===== src/rtl/lic_pkg.sv =====
package lic_pkg;
  localparam int unsigned DELIV_W = 3;

  typedef enum logic [DELIV_W-1:0] {
    DM_FIXED  = 3'd0,
    DM_LOWEST = 3'd1,
    DM_SMI    = 3'd2,
    DM_RSVD   = 3'd3,
    DM_NMI    = 3'd4,
    DM_INIT   = 3'd5,
    DM_START  = 3'd6,
    DM_EXTINT = 3'd7
  } deliv_e;

  function automatic logic lic_is_maskable(deliv_e mode);
    return (mode == DM_FIXED) || (mode == DM_LOWEST);
  endfunction
endpackage


===== src/rtl/lic_dest_filter.sv =====
module lic_dest_filter #(
  parameter  int unsigned ID_W   = 3,
  localparam int unsigned DEST_W = 1 << ID_W
) (
  input  logic [DEST_W-1:0] dest_i,
  input  logic              logical_i,
  input  logic [ID_W-1:0]   local_id_i,
  output logic              hit_o
);
  logic phys_hit, log_hit;

  assign phys_hit = !logical_i && (dest_i == DEST_W'(local_id_i));
  assign log_hit  = logical_i && dest_i[local_id_i];
  assign hit_o    = phys_hit || log_hit;
endmodule


===== src/rtl/lic_prio_enc.sv =====
module lic_prio_enc #(
  parameter  int unsigned N = 256,
  localparam int unsigned W = $clog2(N)
) (
  input  logic [N-1:0] vec_i,
  output logic [W-1:0] idx_o
);
  // Highest set bit; empty input yields 0.
  always_comb begin
    idx_o = '0;
    for (int i = 0; i < N; i++) begin
      if (vec_i[i]) idx_o = W'(i);
    end
  end
endmodule


===== src/rtl/lic_vec_bank.sv =====
module lic_vec_bank #(
  parameter  int unsigned N = 256,
  localparam int unsigned W = $clog2(N)
) (
  input  logic         clk_i,
  input  logic         rst_ni,
  input  logic         req_set_i,
  input  logic [W-1:0] req_set_vec_i,
  input  logic         req_level_i,
  input  logic         req_clr_i,
  input  logic [W-1:0] req_clr_vec_i,
  input  logic         svc_set_i,
  input  logic [W-1:0] svc_set_vec_i,
  input  logic         svc_clr_i,
  input  logic [W-1:0] svc_clr_vec_i,
  output logic [N-1:0] irr_o,
  output logic [N-1:0] isr_o,
  output logic [N-1:0] tmr_o
);
  for (genvar g = 0; g < N; g++) begin : g_slot
    logic irr_q, isr_q, tmr_q;
    logic r_clr, r_set, s_clr, s_set;

    assign r_clr = req_clr_i && (req_clr_vec_i == W'(g));
    // Clear from acknowledge is applied before a new message is merged.
    assign r_set = req_set_i && (req_set_vec_i == W'(g)) && (!irr_q || r_clr);
    assign s_clr = svc_clr_i && (svc_clr_vec_i == W'(g));
    assign s_set = svc_set_i && (svc_set_vec_i == W'(g));

    always_ff @(posedge clk_i or negedge rst_ni) begin
      if (!rst_ni) begin
        irr_q <= 1'b0;
        isr_q <= 1'b0;
        tmr_q <= 1'b0;
      end else begin
        if (r_set)      irr_q <= 1'b1;
        else if (r_clr) irr_q <= 1'b0;
        if (r_set)      tmr_q <= req_level_i;
        if (s_set)      isr_q <= 1'b1;
        else if (s_clr) isr_q <= 1'b0;
      end
    end

    assign irr_o[g] = irr_q;
    assign isr_o[g] = isr_q;
    assign tmr_o[g] = tmr_q;
  end
endmodule


===== src/rtl/lic_vector_core.sv =====
module lic_vector_core
  import lic_pkg::*;
#(
  parameter  int unsigned VEC_W   = 8,
  parameter  int unsigned ID_W    = 3,
  parameter  int unsigned PRIO_W  = 4,
  localparam int unsigned NUM_VEC = 1 << VEC_W,
  localparam int unsigned DEST_W  = 1 << ID_W
) (
  input  logic               clk_i,
  input  logic               rst_ni,
  input  logic               msg_valid_i,
  input  logic [VEC_W-1:0]   msg_vector_i,
  input  logic [DEST_W-1:0]  msg_dest_i,
  input  logic               msg_logical_i,
  input  logic [DELIV_W-1:0] msg_deliv_i,
  input  logic               msg_level_i,
  input  logic [ID_W-1:0]    local_id_i,
  input  logic               tpr_we_i,
  input  logic [PRIO_W-1:0]  tpr_class_i,
  input  logic               intr_en_i,
  input  logic               ack_i,
  input  logic               eoi_i,
  output logic               irq_o,
  output logic [VEC_W-1:0]   ack_vector_o,
  output logic [VEC_W-1:0]   hi_svc_o,
  output logic [NUM_VEC-1:0] irr_o,
  output logic [NUM_VEC-1:0] isr_o,
  output logic [NUM_VEC-1:0] tmr_o,
  output logic               unsup_err_o,
  output logic               proto_err_o
);
  logic               dest_hit, maskable, accept, unsup_hit, ack_ok, irq_w;
  logic [VEC_W-1:0]   hi_pend_q, hi_pend_d, hi_svc_q, hi_svc_d;
  logic [VEC_W-1:0]   pend_rem, svc_rem, pend_after_ack;
  logic [PRIO_W-1:0]  tpr_q;
  logic               unsup_q, perr_q;
  logic [NUM_VEC-1:0] irr_w, isr_w, tmr_w, irr_rem, isr_rem;

  lic_dest_filter #(.ID_W(ID_W)) u_filt (
    .dest_i     (msg_dest_i),
    .logical_i  (msg_logical_i),
    .local_id_i (local_id_i),
    .hit_o      (dest_hit)
  );

  assign maskable  = lic_is_maskable(deliv_e'(msg_deliv_i));
  assign accept    = msg_valid_i && dest_hit && maskable;
  assign unsup_hit = msg_valid_i && dest_hit && !maskable;

  assign irq_w = (hi_pend_q > hi_svc_q) && intr_en_i &&
                 (hi_pend_q[VEC_W-1 -: PRIO_W] > tpr_q);
  assign ack_ok = ack_i && irq_w;

  lic_vec_bank #(.N(NUM_VEC)) u_bank (
    .clk_i         (clk_i),
    .rst_ni        (rst_ni),
    .req_set_i     (accept),
    .req_set_vec_i (msg_vector_i),
    .req_level_i   (msg_level_i),
    .req_clr_i     (ack_ok),
    .req_clr_vec_i (hi_pend_q),
    .svc_set_i     (ack_ok),
    .svc_set_vec_i (hi_pend_q),
    .svc_clr_i     (eoi_i),
    .svc_clr_vec_i (hi_svc_q),
    .irr_o         (irr_w),
    .isr_o         (isr_w),
    .tmr_o         (tmr_w)
  );

  // Remaining sets once the retiring bit is removed.
  assign irr_rem = irr_w & ~({{(NUM_VEC-1){1'b0}}, ack_ok} << hi_pend_q);
  assign isr_rem = isr_w & ~({{(NUM_VEC-1){1'b0}}, eoi_i} << hi_svc_q);

  lic_prio_enc #(.N(NUM_VEC)) u_enc_pend (.vec_i(irr_rem), .idx_o(pend_rem));
  lic_prio_enc #(.N(NUM_VEC)) u_enc_svc  (.vec_i(isr_rem), .idx_o(svc_rem));

  always_comb begin
    pend_after_ack = ack_ok ? pend_rem : hi_pend_q;
    hi_pend_d      = pend_after_ack;
    if (accept && (msg_vector_i > pend_after_ack)) hi_pend_d = msg_vector_i;
  end

  // The acknowledged vector outranks every remaining in-service vector.
  always_comb begin
    hi_svc_d = hi_svc_q;
    if (ack_ok)     hi_svc_d = hi_pend_q;
    else if (eoi_i) hi_svc_d = svc_rem;
  end

  always_ff @(posedge clk_i or negedge rst_ni) begin
    if (!rst_ni) begin
      hi_pend_q <= '0;
      hi_svc_q  <= '0;
      tpr_q     <= '0;
      unsup_q   <= 1'b0;
      perr_q    <= 1'b0;
    end else begin
      hi_pend_q <= hi_pend_d;
      hi_svc_q  <= hi_svc_d;
      if (tpr_we_i)         tpr_q   <= tpr_class_i;
      if (unsup_hit)        unsup_q <= 1'b1;
      if (ack_i && !irq_w)  perr_q  <= 1'b1;
    end
  end

  assign irq_o        = irq_w;
  assign ack_vector_o = hi_pend_q;
  assign hi_svc_o     = hi_svc_q;
  assign irr_o        = irr_w;
  assign isr_o        = isr_w;
  assign tmr_o        = tmr_w;
  assign unsup_err_o  = unsup_q;
  assign proto_err_o  = perr_q;
endmodule


===== config.mk =====
export PLATFORM = sky130hd
export DESIGN_NAME = lic_vector_core
export DESIGN_NICKNAME = d
export VERILOG_FILES = /design/src/rtl/lic_pkg.sv /design/src/rtl/lic_dest_filter.sv /design/src/rtl/lic_prio_enc.sv /design/src/rtl/lic_vec_bank.sv /design/src/rtl/lic_vector_core.sv
export SDC_FILE = /design/constraint.sdc
export NUM_CORES = 2
export LEC_CHECK = 0
export ABC_AREA = 1
export BUFFER_PORTS_ARGS = -buffer_cell sky130_fd_sc_hd__buf_2
export CORE_UTILIZATION = 30
export DETAILED_ROUTE_END_ITERATION = 7
export GPL_TIMING_DRIVEN = 0
export SETUP_SLACK_MARGIN = 0.1
export SLEW_MARGIN = 20
export SYNTH_ARGS = -nofsm -noshare
export SYNTH_HDL_FRONTEND = slang
export SYNTH_HIERARCHICAL = 1
export SYNTH_SLANG_ARGS = --single-unit

===== constraint.sdc =====
create_clock -name clk_i -period 41.7 [get_ports clk_i]
set_input_delay 2.085 -clock clk_i [delete_from_list [all_inputs] [get_ports clk_i]]
set_output_delay 2.085 -clock clk_i [all_outputs]
set_load 0.01 [all_outputs]

After elaboration in Yosys (flattened, before gate mapping)
Cells that the tools add are included.
{"block": "word_totals", "register_bits": 790, "inputBits": 35, "output_inout_bits": 787, "word_cells": 5158}
{"block": "op_classes", "shifts": 2, "bitwise": 4, "eq_ne": 767, "muxes": 1540, "n_reduce_logical": 2068, "magnitude_cmp": 4}
{"operator": "equality test 8 bit, second input constant", "count": 384}
{"operator": "2-to-1 mux 8 bit", "count": 260}
{"operator": "equality test 8 x 7 -> 1 bit, second input constant", "count": 192}
{"operator": "logical AND 1 bit", "count": 1034}
{"operator": "2-to-1 mux 1 bit", "count": 1027}
{"operator": "nonzero test 2 bit", "count": 513}
{"operator": "2-to-1 mux 7 bit", "count": 128}
{"operator": "equality test 8 x 6 -> 1 bit, second input constant", "count": 96}
{"operator": "bitwise AND 256 bit", "count": 2}
{"operator": "inverter 256 bit", "count": 2}
{"operator": "<< shifter 1 x 8 -> 256 bit", "count": 2}
{"operator": "equality test 8 x 5 -> 1 bit, second input constant", "count": 48}
{"operator": "2-to-1 mux 6 bit", "count": 64}
{"operator": "zero test 1 bit", "count": 259}
{"operator": "logical OR 1 bit", "count": 258}
{"operator": "equality test 8 x 4 -> 1 bit, second input constant", "count": 24}
{"operator": "2-to-1 mux 5 bit", "count": 32}
{"operator": "equality test 8 x 3 -> 1 bit, second input constant", "count": 12}
{"operator": "2-to-1 mux 4 bit", "count": 16}
{"operator": "equality test 8 x 2 -> 1 bit, second input constant", "count": 6}
{"operator": "equality test 8 x 1 -> 1 bit, second input constant", "count": 3}
{"operator": "zero test 8 bit", "count": 3}
{"operator": "2-to-1 mux 3 bit", "count": 8}
{"operator": "greater-than comparator 8 bit", "count": 2}
{"operator": "other kinds (7)", "count": 10}

Depth between registers and ports, before layout
{"block": "depth", "depth_word": 266, "ltp_mapped": 285}

Cells and area by module
Netlist, hierarchy kept.
{"mod": "lic_vec_bank", "area_each_um2": 37907.6, "n_inst": 1, "cells_each": 4601, "seq_area_each_um2": 19218.4}
{"mod": "lic_vector_core", "area_each_um2": 8842.2, "n_inst": 1, "cells_each": 1684, "seq_area_each_um2": 550.5}
{"mod": "lic_prio_enc", "area_each_um2": 4390.5, "n_inst": 2, "cells_each": 951, "seq_area_each_um2": 0.0}
{"mod": "lic_dest_filter", "area_each_um2": 153.9, "n_inst": 1, "cells_each": 35, "seq_area_each_um2": 0.0}

Least setup slack after synthesis
Ideal clock, no wire load.
{"block": "synth_timing", "kind": "in2reg", "start": "input port intr_en_i", "end": "register hi_pend_q[4] (netlist: ack_vector_o[4])", "path_slack_ps": 26481, "path_stages": 279, "t_arrival_ps": 15087, "path_buffers": 1, "cell_sequence": "inv_1 nor2_1 nand2_1 nor2_2 nand3_2 nor2_4 nand4_1 nor2_4 nand4_1 nand2_1 inv_1 inv_1 nand2_1 nand2_1 nand2_1 nand2_1 nand2_1 nand2_1 (+243 left out) nand2_1 nand2_1 nand2_1 nand2_1 nand2_1 nand2_1 o21ai_0 ha_1 inv_1 a21oi_1 nor2_1 a211oi_1 o221ai_1 nand2_1 inv_1 clkbuf_1 nand2_1 o21ai_0"}
{"block": "synth_via", "word_cells_on_any_way": 265, "cone_classes": "order compare (1); shift (1); mux (257); bitwise (2); reduce/logical (4)"}
{"item": "start, declared", "line_no": "lic_vector_core.sv:21", "rtl": "input logic intr_en_i,"}
{"item": "logical AND 1 bit (2 in a row)", "line_no": "lic_vector_core.sv:51", "rtl": "assign irq_w = (hi_pend_q > hi_svc_q) && intr_en_i &&"}
{"item": "logical AND 1 bit", "line_no": "lic_vector_core.sv:53", "rtl": "assign ack_ok = ack_i && irq_w;"}
{"item": "<< shifter 1 x 8 -> 256 bit", "line_no": "lic_vector_core.sv:73", "rtl": "assign irr_rem = irr_w & ~({{(NUM_VEC-1){1'b0}}, ack_ok} << hi_pend_q);"}
{"item": "inverter 256 bit", "line_no": "lic_vector_core.sv:73"}
{"item": "bitwise AND 256 bit", "line_no": "lic_vector_core.sv:73"}
{"item": "named net irr_rem[2]", "line_no": "lic_vector_core.sv:38", "rtl": "logic [NUM_VEC-1:0] irr_w, isr_w, tmr_w, irr_rem, isr_rem;"}
{"item": "2-to-1 mux 2 bit (2 in a row)", "line_no": "lic_prio_enc.sv:12", "rtl": "if (vec_i[i]) idx_o = W'(i);"}
{"item": "2-to-1 mux 3 bit (4 in a row)", "line_no": "lic_prio_enc.sv:12"}
{"item": "(+56 left out)"}
{"item": "2-to-1 mux 7 bit (64 in a row)", "line_no": "lic_prio_enc.sv:12"}
{"item": "2-to-1 mux 8 bit (128 in a row)", "line_no": "lic_prio_enc.sv:12"}
{"item": "named net pend_rem[0]", "line_no": "lic_vector_core.sv:35", "rtl": "logic [VEC_W-1:0] pend_rem, svc_rem, pend_after_ack;"}
{"item": "2-to-1 mux 8 bit", "line_no": "lic_vector_core.sv:80", "rtl": "pend_after_ack = ack_ok ? pend_rem : hi_pend_q;"}
{"item": "greater-than comparator 8 bit", "line_no": "lic_vector_core.sv:82", "rtl": "if (accept && (msg_vector_i > pend_after_ack)) hi_pend_d = msg_vector_i;"}
{"item": "logical AND 1 bit", "line_no": "lic_vector_core.sv:82"}
{"item": "2-to-1 mux 8 bit", "line_no": "lic_vector_core.sv:82"}
{"item": "named net hi_pend_d[4]", "line_no": "lic_vector_core.sv:34", "rtl": "logic [VEC_W-1:0] hi_pend_q, hi_pend_d, hi_svc_q, hi_svc_d;"}
{"item": "end signal, assigned", "line_no": "lic_vector_core.sv:100", "rtl": "hi_pend_q <= hi_pend_d;"}
{"item": "end, declared", "line_no": "lic_vector_core.sv:34"}
The timed path passes the listed nets, and every way through them passes these cells.
A chain may end at the register's enable or synchronous reset.

Worst setup path in the final report
{"block": "layout_timing", "start": "input port eoi_i", "end": "register hi_svc_q[0] (netlist: hi_svc_o[0])"}
{"block": "layout_via", "word_cells_on_any_way": 261, "cone_classes": "shift (1); mux (257); bitwise (2); reduce/logical (1)"}
{"item": "start, declared", "line_no": "lic_vector_core.sv:23", "rtl": "input logic eoi_i,"}
{"item": "<< shifter 1 x 8 -> 256 bit", "line_no": "lic_vector_core.sv:74", "rtl": "assign isr_rem = isr_w & ~({{(NUM_VEC-1){1'b0}}, eoi_i} << hi_svc_q);"}
{"item": "inverter 256 bit", "line_no": "lic_vector_core.sv:74"}
{"item": "bitwise AND 256 bit", "line_no": "lic_vector_core.sv:74"}
{"item": "named net isr_rem[2]", "line_no": "lic_vector_core.sv:38"}
{"item": "2-to-1 mux 2 bit (2 in a row)", "line_no": "lic_prio_enc.sv:12"}
{"item": "2-to-1 mux 3 bit (4 in a row)", "line_no": "lic_prio_enc.sv:12"}
{"item": "2-to-1 mux 4 bit (8 in a row)", "line_no": "lic_prio_enc.sv:12"}
{"item": "2-to-1 mux 5 bit (16 in a row)", "line_no": "lic_prio_enc.sv:12"}
{"item": "2-to-1 mux 6 bit (32 in a row)", "line_no": "lic_prio_enc.sv:12"}
{"item": "2-to-1 mux 7 bit (64 in a row)", "line_no": "lic_prio_enc.sv:12"}
{"item": "2-to-1 mux 8 bit (128 in a row)", "line_no": "lic_prio_enc.sv:12"}
{"item": "named net svc_rem[0]", "line_no": "lic_vector_core.sv:35"}
{"item": "2-to-1 mux 8 bit", "line_no": "lic_vector_core.sv:89", "rtl": "else if (eoi_i) hi_svc_d = svc_rem;"}
{"item": "2-to-1 mux 8 bit", "line_no": "lic_vector_core.sv:88", "rtl": "if (ack_ok) hi_svc_d = hi_pend_q;"}
{"item": "end signal, assigned", "line_no": "lic_vector_core.sv:101", "rtl": "hi_svc_q <= hi_svc_d;"}
{"item": "end, declared", "line_no": "lic_vector_core.sv:34"}
The timed path passes the listed nets, and every way through them passes these cells. The select of a mux whose other input is x is not followed.

==> flow_summary.ini <==
[layout]
syn2layout_area_growth_pct = 19.89
nNetsFinal = 9205
drive_gt1_share_pct = 22.02

[floorplan]
die_h_um = 432.8
rows = 157
die_w_um = 432.8
core_mm2 = 0.1837
initial_utilization_pct = 30.31
fp.dieArea_mm2 = 0.1873
io_pins = 822

[synth]
yosys_warnings = 6
synth_nets = 8274
syn_inst = 8219
syn_area_mm2 = 0.05567
postSynthAreaPerCell_um2 = 6.773

[place]
gp_congestion = 1.037
portBuffers = 819
place_hpwl_um = 273000

[power_and_ir_drop]
sw_frac_of_total_pct = 39.48
p_comb_share_pct = 27.6
p_seq_share_pct = 34.3
p_total_mw = 2.410
leakagePower_nw = 38.24
p_per_area_mw_per_mm2 = 36.10
p_int_mw = 1.458
p_clk_share_pct = 38.1
netSwitchingPower_uw = 951.4
irDropWorstVdd_mv = 0.03276

[drt]
dr_total_vias = 60210
drc = 0
finalWirelength_um = 337500
drt_iter0_markers = 6954
first_pass_iters = 8
wl_per_cell_um = 28.79
ant_nets = 0
vias_per_cell = 5.136

[hold_path]
hold_start = proto_err_o
holdPathEnd = proto_err_o
whs_path_depth = 1
hold_path.class = flop to flop

[worst_setup_path]
path_class = input port to flop
rrSetupSlack_ns = 21.10
crit_slowest_cell = nor2_1
cp.arrival_ns = 21.99
endpoint_kind = flop
cp_slowest_stage_delay_ns = 0.57
cp_max_fo = 7
crit_path_start_kind = input port
path_delay_family = simple AND/OR/NAND/NOR gates
crit_path_frequent_cell = nand2_1
crit-reg2reg-launch = hi_svc_o[0]
crit_buf_inv = 4
rr_endpoint = hi_svc_o[0]
cp.required_ns = 42.40
reg2reg_depth = 253

[clocking]
htreeDepth = 3
cts_tree = done
clockRootBuffer = clkbuf_16
post_cts_resize_count = 0
clock_latency_ns = 0.79
clkSlewWorstSetupHoldPaths_ns = 0.06
holdBufCountCts = 0
cts_buffers = 97
cts.path.max_buffers = 3
cts_setup_buffers = 0
cts_sinks = 790

[flow_run]
maxCapViolCount = 0

[sta]
fmax_mhz = 46.98
finalCritPeriodShare_pct = 51.05
tns_ns = 0
worstMarginPinSlew_ns = 1.350
fin_worst_skew_ns = 0.04003
slew_viol_final = 0
post-route-min-period_ns = 21.29
slew-limit-headroom_pct = 9.785
rsz0062_at_grt = false
hold_viol_final = 0
setup_violations = 0

[global_routing]
grt_pass1_vias = 55260
antenna_found_initial = 36
grt_pass1_wl_um = 445200
grt_max_degree = 130
gr-usage-all-layers_pct = 34.81
grt_overflow = 0

[status]
outcome = finished clean
## routing by layer
metal / part of all wire, % / vias up / routed length, um / track usage [%]
met1: 36 / 28820 / 121100 / 39.51
li1: - / 26990 / - / -
met3: 8.3 / 908 / 27920 / 6.603
met4: 9.4 / 6 / 31860 / 27.85
met5: 0.0089 / - / 30 / 0
met2: 46 / 3493 / 156600 / 57.20
## placed cells by master, fill, tap and decap left out, drive strengths merged, types with 5 or more instances in the layout
cell and count:
nand4 231, a21boi 157, a211oi 5, a31oi 6
ha 20, o21ai 755, clkinv 46, dfrtp 790
nand2 2734, nand3 457, diode 31, o221ai 10
o31ai 9, buf 1722, nor2 739, bufinv 106
nor3 108, inv 930, o311ai 6, a21oi 24
o21bai 39, clkbuf 299, nor4 20
## power by group through the flow
stage,Sequential [mW],Combinational (mW),Clock [mW]
final,0.826,0.666,0.918
after floorplan,0.822,0.338,0
after detailed placement,0.838,0.646,0
after CTS,0.824,0.648,0.927
after global routing,0.826,0.698,0.954
after global placement,0.838,0.640,0
## state kept, by name, indices dropped and copies added (netlist names)
signal and flops:
u_bank/g_slot.irr_q 256, u_bank/g_slot.isr_q 256, u_bank/g_slot.tmr_q 256, ack_vector_o 8, hi_svc_o 8, tpr_q 4, proto_err_o 1, unsup_err_o 1
## layout make-up
type,instances,area (um2)
diodes,31,77.57
plain buffers,1057,6964
clock inverters,45,644.4
well taps,2464,3083
fillers,19900,116900
clock buffers,132,2739
inverters,1040,5225
multi-input cells,5332,23820
flip-flops and latches,790,19770
repair buffers,832,4414
## metrics by stage
stage | utilization [%] | cell area [um2] | setup WS [ns] | hold slack [ns] | instances
final | 36.34 | 66740 | 20.41 | 0.4609 | 11720
after global routing | 36.30 | 66670 | 18.65 | 0.4837 | 11700
after CTS | 36.29 | 66650 | 20.95 | 0.4612 | 11690
after detailed placement | 34.45 | 63270 | 20.15 | 0.4484 | 11520
after global placement | 34.22 | 62850 | 19.97 | 0.4406 | 11500
after floorplan | - | 55670 | 26.48 | 0.4431 | 8219
## worst max-delay path by stage
stage,from,end,slack [ns],cells past startpoint
after floorplan,intr_en_i,ack_vector_o[4],26.48,279
after global placement,eoi_i,hi_svc_o[0],19.97,265
after detailed placement,eoi_i,hi_svc_o[0],20.15,265
after CTS,eoi_i,hi_svc_o[0],20.95,265
after global routing,eoi_i,hi_svc_o[0],18.65,265
final,eoi_i,hi_svc_o[0],20.41,265
No activity file was read; power rests on OpenSTA's default activity.
